[config.mk]
export PLATFORM = sky130hd
export DESIGN_NAME = flash_seq_engine
export DESIGN_NICKNAME = d
export VERILOG_FILES = /design/src/rtl/flash_seq_pkg.sv /design/src/rtl/flash_seq_ctrl.sv /design/src/rtl/flash_seq_dp.sv /design/src/rtl/flash_seq_engine.sv
export SDC_FILE = /design/constraint.sdc
export NUM_CORES = 2
export LEC_CHECK = 0
export ABC_CLOCK_PERIOD_IN_PS = 7500
export BUFFER_PORTS_ARGS = -buffer_cell sky130_fd_sc_hd__buf_2
export CORE_UTILIZATION = 36
export CTS_BUF_LIST = sky130_fd_sc_hd__clkbuf_8
export DETAILED_ROUTE_END_ITERATION = 8
export GPL_TIMING_DRIVEN = 0
export SETUP_SLACK_MARGIN = 0.2
export SYNTH_ARGS = -nofsm -noshare
export SYNTH_HDL_FRONTEND = slang
export SYNTH_HIERARCHICAL = 1
export SYNTH_SLANG_ARGS = --single-unit
[constraint.sdc]
create_clock -name clk -period 7.5 [get_ports clk]
set_input_delay 0.375 -clock clk [delete_from_list [all_inputs] [get_ports clk]]
set_output_delay 0.375 -clock clk [all_outputs]
set_load 0.02 [all_outputs]
[src/rtl/flash_seq_pkg.sv]
package flash_seq_pkg;

  localparam logic [5:0] OP_STOP  = 6'd0;
  localparam logic [5:0] OP_CMD   = 6'd1;
  localparam logic [5:0] OP_ADDR  = 6'd2;
  localparam logic [5:0] OP_DUMMY = 6'd3;
  localparam logic [5:0] OP_READ  = 6'd7;
  localparam logic [5:0] OP_WRITE = 6'd8;
  localparam logic [5:0] OP_JMPCS = 6'd9;

  typedef enum logic [2:0] {
    S_IDLE, S_FETCH, S_LOW, S_HIGH, S_TXW, S_RXH
  } seqState_t;

  typedef enum logic [1:0] {
    K_OUT, K_DUMMY, K_READ, K_WRITE
  } chunkKind_t;

  // strobes from control to datapath
  typedef struct packed {
    logic        load;
    logic [31:0] loadVal;
    logic        shift;
    logic        capture;
    logic        drive;
    logic [1:0]  laneSel;   // 0: one lane, 1: two lanes, 2: four lanes
  } dpCtl_t;

  function automatic logic [1:0] laneLog(input logic [1:0] sel);
    return (sel == 2'd2) ? 2'd2 : ((sel == 2'd1) ? 2'd1 : 2'd0);
  endfunction

  function automatic logic [7:0] byteBeats(input logic [1:0] sel);
    return 8'(8 >> laneLog(sel));
  endfunction

endpackage

[src/rtl/flash_seq_ctrl.sv]
module flash_seq_ctrl
  import flash_seq_pkg::*;
#(
  parameter int          LEN_W         = 16,
  parameter int          NUM_SEQ       = 16,
  parameter int          WORDS_PER_SEQ = 4,
  parameter logic [31:0] UNLOCK_KEY    = 32'h5AF0_5AF0
) (
  input  logic                                      clk,
  input  logic                                      rstN,
  input  logic                                      regWe,
  input  logic [$clog2(NUM_SEQ*WORDS_PER_SEQ):0]    regAddr,
  input  logic [31:0]                               regWdata,
  input  logic                                      txValid,
  input  logic [7:0]                                txData,
  input  logic                                      rxReady,
  output logic                                      txReady,
  output logic                                      rxValid,
  output logic                                      busy,
  output logic                                      csN,
  output logic                                      sclk,
  output dpCtl_t                                    dpCtl
);

  localparam int TBL_DEPTH = NUM_SEQ * WORDS_PER_SEQ;
  localparam int IDX_W     = $clog2(TBL_DEPTH);
  localparam int SEQ_W     = $clog2(NUM_SEQ);
  localparam int MAX_INSTR = WORDS_PER_SEQ * 2;
  localparam int IP_W      = $clog2(MAX_INSTR);
  localparam int REG_AW    = IDX_W + 1;

  logic [31:0]      tbl [TBL_DEPTH];
  logic             unlocked, keyOk;
  logic [SEQ_W-1:0] seqId;
  logic [LEN_W-1:0] lenReg, byteCnt;
  logic [31:0]      addrReg;
  logic [IP_W-1:0]  ip;
  seqState_t        state;
  chunkKind_t       kind;
  logic [1:0]       laneSel;
  logic [7:0]       beatCnt;
  logic             sclkQ;

  logic cmdWe, addrWe, keyWe, lockWe, tblWe;
  assign cmdWe  = regWe && (regAddr == REG_AW'(0));
  assign addrWe = regWe && (regAddr == REG_AW'(1));
  assign keyWe  = regWe && (regAddr == REG_AW'(2));
  assign lockWe = regWe && (regAddr == REG_AW'(3));
  assign tblWe  = regWe && regAddr[IDX_W] && unlocked;

  // instruction fetch and decode
  logic [31:0] curWord;
  logic [15:0] curInstr;
  logic [5:0]  fOp;
  logic [1:0]  fPad;
  logic [7:0]  fOpnd;
  logic [5:0]  fAddrBits;
  logic [7:0]  addrBeats;
  logic [31:0] addrShifted;
  logic        lastInstr;
  seqState_t   advState;

  always_comb begin
    curWord     = tbl[{seqId, ip[IP_W-1:1]}];
    curInstr    = ip[0] ? curWord[31:16] : curWord[15:0];
    fOp         = curInstr[15:10];
    fPad        = (curInstr[9:8] == 2'd3) ? 2'd0 : curInstr[9:8];
    fOpnd       = curInstr[7:0];
    fAddrBits   = (fOpnd > 8'd32) ? 6'd32 : fOpnd[5:0];
    addrBeats   = 8'(fAddrBits >> laneLog(fPad));
    addrShifted = addrReg << (6'd32 - fAddrBits);
    lastInstr   = (ip == IP_W'(MAX_INSTR - 1));
    advState    = lastInstr ? S_IDLE : S_FETCH;
  end

  always_ff @(posedge clk) begin
    if (!rstN) begin
      for (int i = 0; i < TBL_DEPTH; i++) tbl[i] <= '0;
      unlocked <= 1'b0;
      keyOk    <= 1'b0;
      seqId    <= '0;
      lenReg   <= '0;
      byteCnt  <= '0;
      addrReg  <= '0;
      ip       <= '0;
      state    <= S_IDLE;
      kind     <= K_OUT;
      laneSel  <= 2'd0;
      beatCnt  <= '0;
      sclkQ    <= 1'b0;
    end else begin
      if (tblWe) tbl[regAddr[IDX_W-1:0]] <= regWdata;
      if (keyWe) keyOk <= (regWdata == UNLOCK_KEY);
      if (lockWe) begin
        keyOk <= 1'b0;
        if (keyOk && regWdata == 32'd2) unlocked <= 1'b1;
        else if (keyOk && regWdata == 32'd1) unlocked <= 1'b0;
      end
      if (addrWe) addrReg <= regWdata;
      sclkQ <= (state == S_LOW);

      unique case (state)
        S_IDLE: if (cmdWe) begin
          seqId  <= regWdata[27:24];
          lenReg <= regWdata[LEN_W-1:0];
          ip     <= '0;
          state  <= S_FETCH;
        end
        S_FETCH: begin
          laneSel <= fPad;
          unique case (fOp)
            OP_STOP, OP_JMPCS: state <= S_IDLE;
            OP_CMD: begin
              kind <= K_OUT; beatCnt <= byteBeats(fPad); state <= S_LOW;
            end
            OP_ADDR: if (addrBeats != 8'd0) begin
              kind <= K_OUT; beatCnt <= addrBeats; state <= S_LOW;
            end else begin
              ip <= ip + IP_W'(1); state <= advState;
            end
            OP_DUMMY: if (fOpnd != 8'd0) begin
              kind <= K_DUMMY; beatCnt <= fOpnd; state <= S_LOW;
            end else begin
              ip <= ip + IP_W'(1); state <= advState;
            end
            OP_READ: if (lenReg != '0) begin
              kind <= K_READ; byteCnt <= lenReg; beatCnt <= byteBeats(fPad); state <= S_LOW;
            end else begin
              ip <= ip + IP_W'(1); state <= advState;
            end
            OP_WRITE: if (lenReg != '0) begin
              kind <= K_WRITE; byteCnt <= lenReg; state <= S_TXW;
            end else begin
              ip <= ip + IP_W'(1); state <= advState;
            end
            default: begin
              ip <= ip + IP_W'(1); state <= advState;
            end
          endcase
        end
        S_LOW: state <= S_HIGH;
        S_HIGH: begin
          beatCnt <= beatCnt - 8'd1;
          if (beatCnt == 8'd1) begin
            if (kind == K_READ) state <= S_RXH;
            else if (kind == K_WRITE && byteCnt != LEN_W'(1)) begin
              byteCnt <= byteCnt - LEN_W'(1);
              state   <= S_TXW;
            end else begin
              ip <= ip + IP_W'(1); state <= advState;
            end
          end else state <= S_LOW;
        end
        S_RXH: if (rxReady) begin
          if (byteCnt == LEN_W'(1)) begin
            ip <= ip + IP_W'(1); state <= advState;
          end else begin
            byteCnt <= byteCnt - LEN_W'(1);
            beatCnt <= byteBeats(laneSel);
            state   <= S_LOW;
          end
        end
        S_TXW: if (txValid) begin
          beatCnt <= byteBeats(laneSel);
          state   <= S_LOW;
        end
        default: state <= S_IDLE;
      endcase
    end
  end

  always_comb begin
    dpCtl.load    = (state == S_FETCH && (fOp == OP_CMD || fOp == OP_ADDR))
                 || (state == S_TXW && txValid);
    dpCtl.loadVal = (state == S_TXW) ? {txData, 24'h0}
                  : ((fOp == OP_CMD) ? {fOpnd, 24'h0} : addrShifted);
    dpCtl.shift   = (state == S_HIGH) && (kind != K_READ);
    dpCtl.capture = (state == S_LOW) && (kind == K_READ);
    dpCtl.drive   = (state == S_LOW || state == S_HIGH) && (kind == K_OUT || kind == K_WRITE);
    dpCtl.laneSel = laneSel;
  end

  assign busy    = (state != S_IDLE);
  assign csN     = (state == S_IDLE);
  assign sclk    = sclkQ;
  assign txReady = (state == S_TXW);
  assign rxValid = (state == S_RXH);

  // serial clock only pulses inside a transaction
  p_sclk_in_txn_r13: assert property (@(posedge clk) disable iff (!rstN)
    sclk |-> !csN);
  // engine keeps offering until a byte arrives
  p_tx_wait_r9: assert property (@(posedge clk) disable iff (!rstN)
    (txReady && !txValid) |=> txReady);
  // a transaction starts only from a command write
  p_busy_start_r11: assert property (@(posedge clk) disable iff (!rstN)
    $rose(busy) |-> $past(cmdWe));
  // unlock only after an armed lock-control write
  p_unlock_src_r12: assert property (@(posedge clk) disable iff (!rstN)
    $rose(unlocked) |-> $past(lockWe && keyOk));

endmodule

[src/rtl/flash_seq_dp.sv]
module flash_seq_dp
  import flash_seq_pkg::*;
#(
  parameter int LANES = 4
) (
  input  logic             clk,
  input  logic             rstN,
  input  dpCtl_t           ctl,
  input  logic [LANES-1:0] ioIn,
  output logic [LANES-1:0] ioOut,
  output logic [LANES-1:0] ioOe,
  output logic [7:0]       rxByte
);

  logic [31:0] shReg;
  logic [7:0]  rxSh;
  logic [2:0]  width;

  always_comb begin
    unique case (ctl.laneSel)
      2'd1:    width = 3'd2;
      2'd2:    width = 3'd4;
      default: width = 3'd1;
    endcase
  end

  always_ff @(posedge clk) begin
    if (!rstN) begin
      shReg <= '0;
      rxSh  <= '0;
    end else begin
      if (ctl.load) shReg <= ctl.loadVal;
      else if (ctl.shift) shReg <= shReg << width;
      if (ctl.capture) begin
        unique case (ctl.laneSel)
          2'd1:    rxSh <= {rxSh[5:0], ioIn[1:0]};
          2'd2:    rxSh <= {rxSh[3:0], ioIn[3:0]};
          default: rxSh <= {rxSh[6:0], ioIn[1]};
        endcase
      end
    end
  end

  // per-lane output mapping: lane i carries bit (32 - width + i) of the shifter
  for (genvar i = 0; i < LANES; i++) begin : g_lane
    logic       inUse;
    logic [5:0] bitIdx;
    always_comb begin
      inUse    = (32'(i) < 32'(width));
      bitIdx   = 6'(32 - 32'(width) + i);
      ioOut[i] = inUse ? shReg[bitIdx[4:0]] : 1'b0;
      ioOe[i]  = inUse && ctl.drive;
    end
  end

  assign rxByte = rxSh;

  // a received bit is never sampled in the same cycle the shifter is reloaded
  p_load_vs_capture_r8: assert property (@(posedge clk) disable iff (!rstN)
    !(ctl.load && ctl.capture));

endmodule

[src/rtl/flash_seq_engine.sv]
module flash_seq_engine
  import flash_seq_pkg::*;
#(
  parameter int          LEN_W         = 16,
  parameter int          NUM_SEQ       = 16,
  parameter int          WORDS_PER_SEQ = 4,
  parameter logic [31:0] UNLOCK_KEY    = 32'h5AF0_5AF0
) (
  input  logic                                   clk,
  input  logic                                   rstN,
  input  logic                                   regWe,
  input  logic [$clog2(NUM_SEQ*WORDS_PER_SEQ):0] regAddr,
  input  logic [31:0]                            regWdata,
  output logic                                   busy,
  output logic                                   csN,
  output logic                                   sclk,
  output logic [3:0]                             ioOut,
  output logic [3:0]                             ioOe,
  input  logic [3:0]                             ioIn,
  input  logic [7:0]                             txData,
  input  logic                                   txValid,
  output logic                                   txReady,
  output logic [7:0]                             rxData,
  output logic                                   rxValid,
  input  logic                                   rxReady
);

  dpCtl_t dpCtl;

  flash_seq_ctrl #(
    .LEN_W(LEN_W), .NUM_SEQ(NUM_SEQ), .WORDS_PER_SEQ(WORDS_PER_SEQ), .UNLOCK_KEY(UNLOCK_KEY)
  ) u_ctrl (
    .clk(clk), .rstN(rstN), .regWe(regWe), .regAddr(regAddr), .regWdata(regWdata),
    .txValid(txValid), .txData(txData), .rxReady(rxReady),
    .txReady(txReady), .rxValid(rxValid), .busy(busy), .csN(csN), .sclk(sclk),
    .dpCtl(dpCtl)
  );

  flash_seq_dp #(.LANES(4)) u_dp (
    .clk(clk), .rstN(rstN), .ctl(dpCtl), .ioIn(ioIn),
    .ioOut(ioOut), .ioOe(ioOe), .rxByte(rxData)
  );

  // an offered byte stays put until taken
  p_rx_hold_r8: assert property (@(posedge clk) disable iff (!rstN)
    (rxValid && !rxReady) |=> (rxValid && $stable(rxData)));

endmodule

==> results.py <==
metrics = {
    "cts": {
        "cts.sinks": 2177,
        "cts.htree.levels": 5,
        "clk_pin_slew_worst_paths_ns": 0.06,
        "clk-insertion-delay-late_ns": 1.11,
        "cts.root.buffer_cell": "sky130_fd_sc_hd__clkbuf_8",
        "cts_tree": "done",
        "cts_buffers": 375,
        "clockBufferDepth": 4,
    },
    "global_route": {
        "global_route.overflow_total": 0,
        "grt.total_usage": 0.336,
        "antenna_violations_before_repair": 67,
        "largest_net_degree_at_the_start_of_global_routing": 22,
        "grt_pass1_wl_um": 640000,
        "grt_pass1_vias": 70046,
    },
    "power": {
        "power_per_cell_area_nw_per_um2": 215,
        "power.sequential.fraction": 0.545,
        "power_frac_clock": 0.396,
        "p_sw_mw": 6.41,
        "fin_total_pwr_mw": 25.7,
        "power.share.switching": 0.250,
        "leakagePower_nw": 40.6,
        "power_internal_mw": 19.3,
        "comb_power_share": 0.060,
        "ir_drop_v": 0.000144,
    },
    "route": {
        "drt_drc_violations_left": 0,
        "final_antenna_net_count": 0,
        "drt_first_pass_iters": 8,
        "vias": 74499,
        "wl_met1_um": 174000,
        "drt_first_iter_violations": 12565,
        "routed_wire_length_um": 494000,
        "wl_met3_um": 67800,
        "detail_route.vias_per_cell": 6.16,
        "met2RoutedLength_um": 209000,
        "wire_per_inst_um": 40.8,
        "routed.top_layer": "met5",
    },
    "timing": {
        "finClkSkew_ns": 0.162,
        "finalHoldWorstSlack_ns": 0.0512,
        "layout_worst_path_cycle_share": 1.00,
        "setup_total_negative_slack_ns": -0.0331,
        "rsz0062_at_grt": "yes",
        "final-setup-viol-count": 1,
        "final_period_minus_worst_setup_slack_ns": 7.53,
        "final_critical_path_setup_slack_ns": -0.0331,
        "tightest_slew_ns": 1.65,
        "drv_slew": 83,
        "fmaxAchievable_mhz": 133,
        "timing.final.hold_violations": 0,
        "slew-limit-headroom": -0.101,
    },
    "place": {
        "finalWeightedCongestion": 1.04,
        "detailedPlace.worstSlack_ns": -3.80,
        "port-buffer-count": 72,
        "placed_inst_area_um2": 112000,
        "dpl.hpwl_um": 356000,
    },
    "logic_synthesis": {
        "synthMostInstantiatedCell": "sky130_fd_sc_hd__edfxtp_1",
        "post_synth_instance_area_um2": 103000,
        "synthesis.nets": 7483,
        "syn-instance-count": 7409,
        "synth_top_flop_cell": "sky130_fd_sc_hd__edfxtp_1",
        "post-synth-top-area-fraction": 0.596,
        "synth.cells.most_frequent": "sky130_fd_sc_hd__edfxtp_1 (2048), sky130_fd_sc_hd__and2_1 (2007), sky130_fd_sc_hd__clkbuf_1 (571)",
        "netlist_top_cells_area": "sky130_fd_sc_hd__edfxtp_1 (60%), sky130_fd_sc_hd__and2_1 (12%), sky130_fd_sc_hd__mux4_2 (8.8%)",
        "number_of_flip_flops_and_latches_in_the_synthesized_netlist": 2177,
        "yosysTopAreaCell": "sky130_fd_sc_hd__edfxtp_1",
        "avgSynthCellArea_um2": 13.9,
        "ys_types": 103,
        "ys_async_sr_fraction": 0,
        "synth-warning-count": 6,
        "synth-seq-area-share": 0.621,
        "synth_enable_flop_cells": 2048,
    },
    "critical_path": {
        "critPathMaxFanout": 10,
        "data_arrival_at_the_endpoint_of_the_critical_path_ns": 8.35,
        "crit_path_end_kind": "flop",
        "setup.worst_path.start": "u_ctrl/seqId[1]",
        "crit_type": "reg2reg",
        "r2r.worst_path.cells": 20,
        "critical_path.reg2reg.startpoint": "u_ctrl/seqId[1]",
        "worstReg2RegEnd": "u_dp/shReg[31]",
        "worst-r2r-setup-slack_ns": -0.03,
        "sort_of_element_at_the_start_of_the_critical_path": "flop",
        "critical_path.endpoint": "u_dp/shReg[31]",
        "cp_data_required_time_ns": 8.32,
    },
    "final_layout": {
        "layout.cell_area.non_filler_um2": 120000,
        "fraction_of_final_layout_cells_sized_beyond_drive_strength_1": 0.174,
        "area.growth.synth_to_final_pct": 16.0,
        "finish.net_count": 8089,
    },
    "status": {
        "status": "complete, but fails checks",
        "failing_checks": "capacitance limit, slew limit, setup timing",
    },
    "floorplan": {
        "die_x_um": 537,
        "design.die.area_um2": 289000,
        "core_area_um2": 285000,
        "boundaryPins": 77,
        "initial_util": 0.362,
        "rows": 196,
        "chipHeight_um": 537,
    },
    "min_path": {
        "hold_path_startpoint": "regWdata[1]",
        "hold_path_class": "in2reg",
    },
    "job": {
        "drv_cap": 12,
    },
}
## critical path, cell delays in order, from the launching register on
cell	delay (ns)
sky130_fd_sc_hd__dfxtp_1	0.59
sky130_fd_sc_hd__clkbuf_1	0.79
sky130_fd_sc_hd__nand2b_1	0.66
sky130_fd_sc_hd__clkbuf_2	0.63
sky130_fd_sc_hd__buf_16	0.26
sky130_fd_sc_hd__a21oi_1	0.06
sky130_fd_sc_hd__a21oi_1	0.42
sky130_fd_sc_hd__nand3_2	0.28
sky130_fd_sc_hd__nand4b_4	0.28
sky130_fd_sc_hd__nand4_4	0.21
sky130_fd_sc_hd__buf_2	0.27
sky130_fd_sc_hd__ha_1	0.30
sky130_fd_sc_hd__clkbuf_2	0.27
sky130_fd_sc_hd__clkbuf_8	0.27
sky130_fd_sc_hd__mux4_2	0.62
sky130_fd_sc_hd__mux2i_2	0.34
sky130_fd_sc_hd__mux2i_1	0.22
sky130_fd_sc_hd__a221oi_1	0.33
sky130_fd_sc_hd__a21oi_1	0.15
sky130_fd_sc_hd__o21ai_0	0.31
sky130_fd_sc_hd__a211oi_1	0.07
## how the worst min path moves through the flow
stage	depth (start not counted)	slack (ns)	to
after detailed placement	2	0.46	u_ctrl/addrReg[31]
after CTS	3	0.008	u_ctrl/tbl[42][1]
final	3	0.05	u_ctrl/tbl[47][1]
after global placement	2	0.46	u_ctrl/addrReg[31]
after global routing	3	0.07	u_ctrl/tbl[42][1]
after floorplan	2	0.43	u_ctrl/keyOk
## cells by family after synthesis
family,Yosys count,share of synthesized area
buffers and inverters,775,0.0357
muxes,719,0.124
xor gates and xnor gates,5,0.000425
AOI/OAI and AO/OA,772,0.0504
DFF,2177,0.621
and+or+nand+nor,2943,0.166
adders and majority gates,18,0.00218
## flip-flops by register name, summed over array words and instances (netlist names)
| signal | flops |
|---|---|
| u_ctrl/byteCnt | 16 |
| u_ctrl/state | 3 |
| u_ctrl/beatCnt | 8 |
| u_dp/rxByte | 8 |
| u_ctrl/seqId | 4 |
| u_ctrl/tbl | 2048 |
| u_ctrl/keyOk | 1 |
| u_dp/shReg | 32 |
| u_ctrl/addrReg | 32 |
| u_ctrl/laneSel | 2 |
| u_ctrl/kind | 2 |
| u_ctrl/sclk | 1 |
| u_ctrl/ip | 3 |
| u_ctrl/unlocked | 1 |
| u_ctrl/lenReg | 16 |
## cell usage in the layout (no fill, tap or decap), types with 110 or more instances in the layout
cell / n
sky130_fd_sc_hd__mux4_2: 402
sky130_fd_sc_hd__edfxtp_1: 2048
sky130_fd_sc_hd__inv_1: 157
sky130_fd_sc_hd__clkbuf_8: 389
sky130_fd_sc_hd__nor2_1: 212
sky130_fd_sc_hd__a21oi_1: 136
sky130_fd_sc_hd__mux2i_1: 232
sky130_fd_sc_hd__buf_2: 110
sky130_fd_sc_hd__nor3_1: 187
sky130_fd_sc_hd__dfxtp_1: 129
sky130_fd_sc_hd__clkbuf_1: 517
sky130_fd_sc_hd__and2_1: 2007
sky130_fd_sc_hd__nand2_1: 270
## cell type report
cell class	count	area, um2
inverters	36	135
clock inverters	281	1450
diodes	38	95.1
repair buffers	232	3420
plain buffers	736	4130
multi-input cells	4457	36400
flip-flops and latches	2177	64100
fillers	26313	165000
clock buffers	381	5240
well taps	3762	4710
## metrics by stage
stage	instances	utilization
finish	12100	0.420
floorplan	7409	-
CTS	12060	0.419
global route	12067	0.420
detailed placement	11357	0.392
global placement	11243	0.380
## layer usage
metal	track usage	vias up
met1	0.421	38092
met5	0	-
met2	0.490	6230
met4	0.247	14
li1	-	28729
met3	0.105	1434
## what timing repair did
item,4_1_cts,5_1_grt
buffers inserted,21,2
endpoints found under the setup margin,65,30
resized for setup,209,26
hold buffers,23,0
hold endpoints to repair,91,0
pin swaps,6,1
## power by group through the flow
| stage | clock (mW) | combinational, mW | sequential (mW) |
|---|---|---|---|
| after global routing | 10.7 | 1.52 | 14.0 |
| final | 10.2 | 1.53 | 14.0 |
| after detailed placement | 0 | 1.45 | 14.2 |
| after floorplan | 0 | 0.620 | 14.2 |
| after global placement | 0 | 1.26 | 14.3 |
| after CTS | 10.2 | 1.48 | 14.0 |
(Power assumes the default switching activity.)
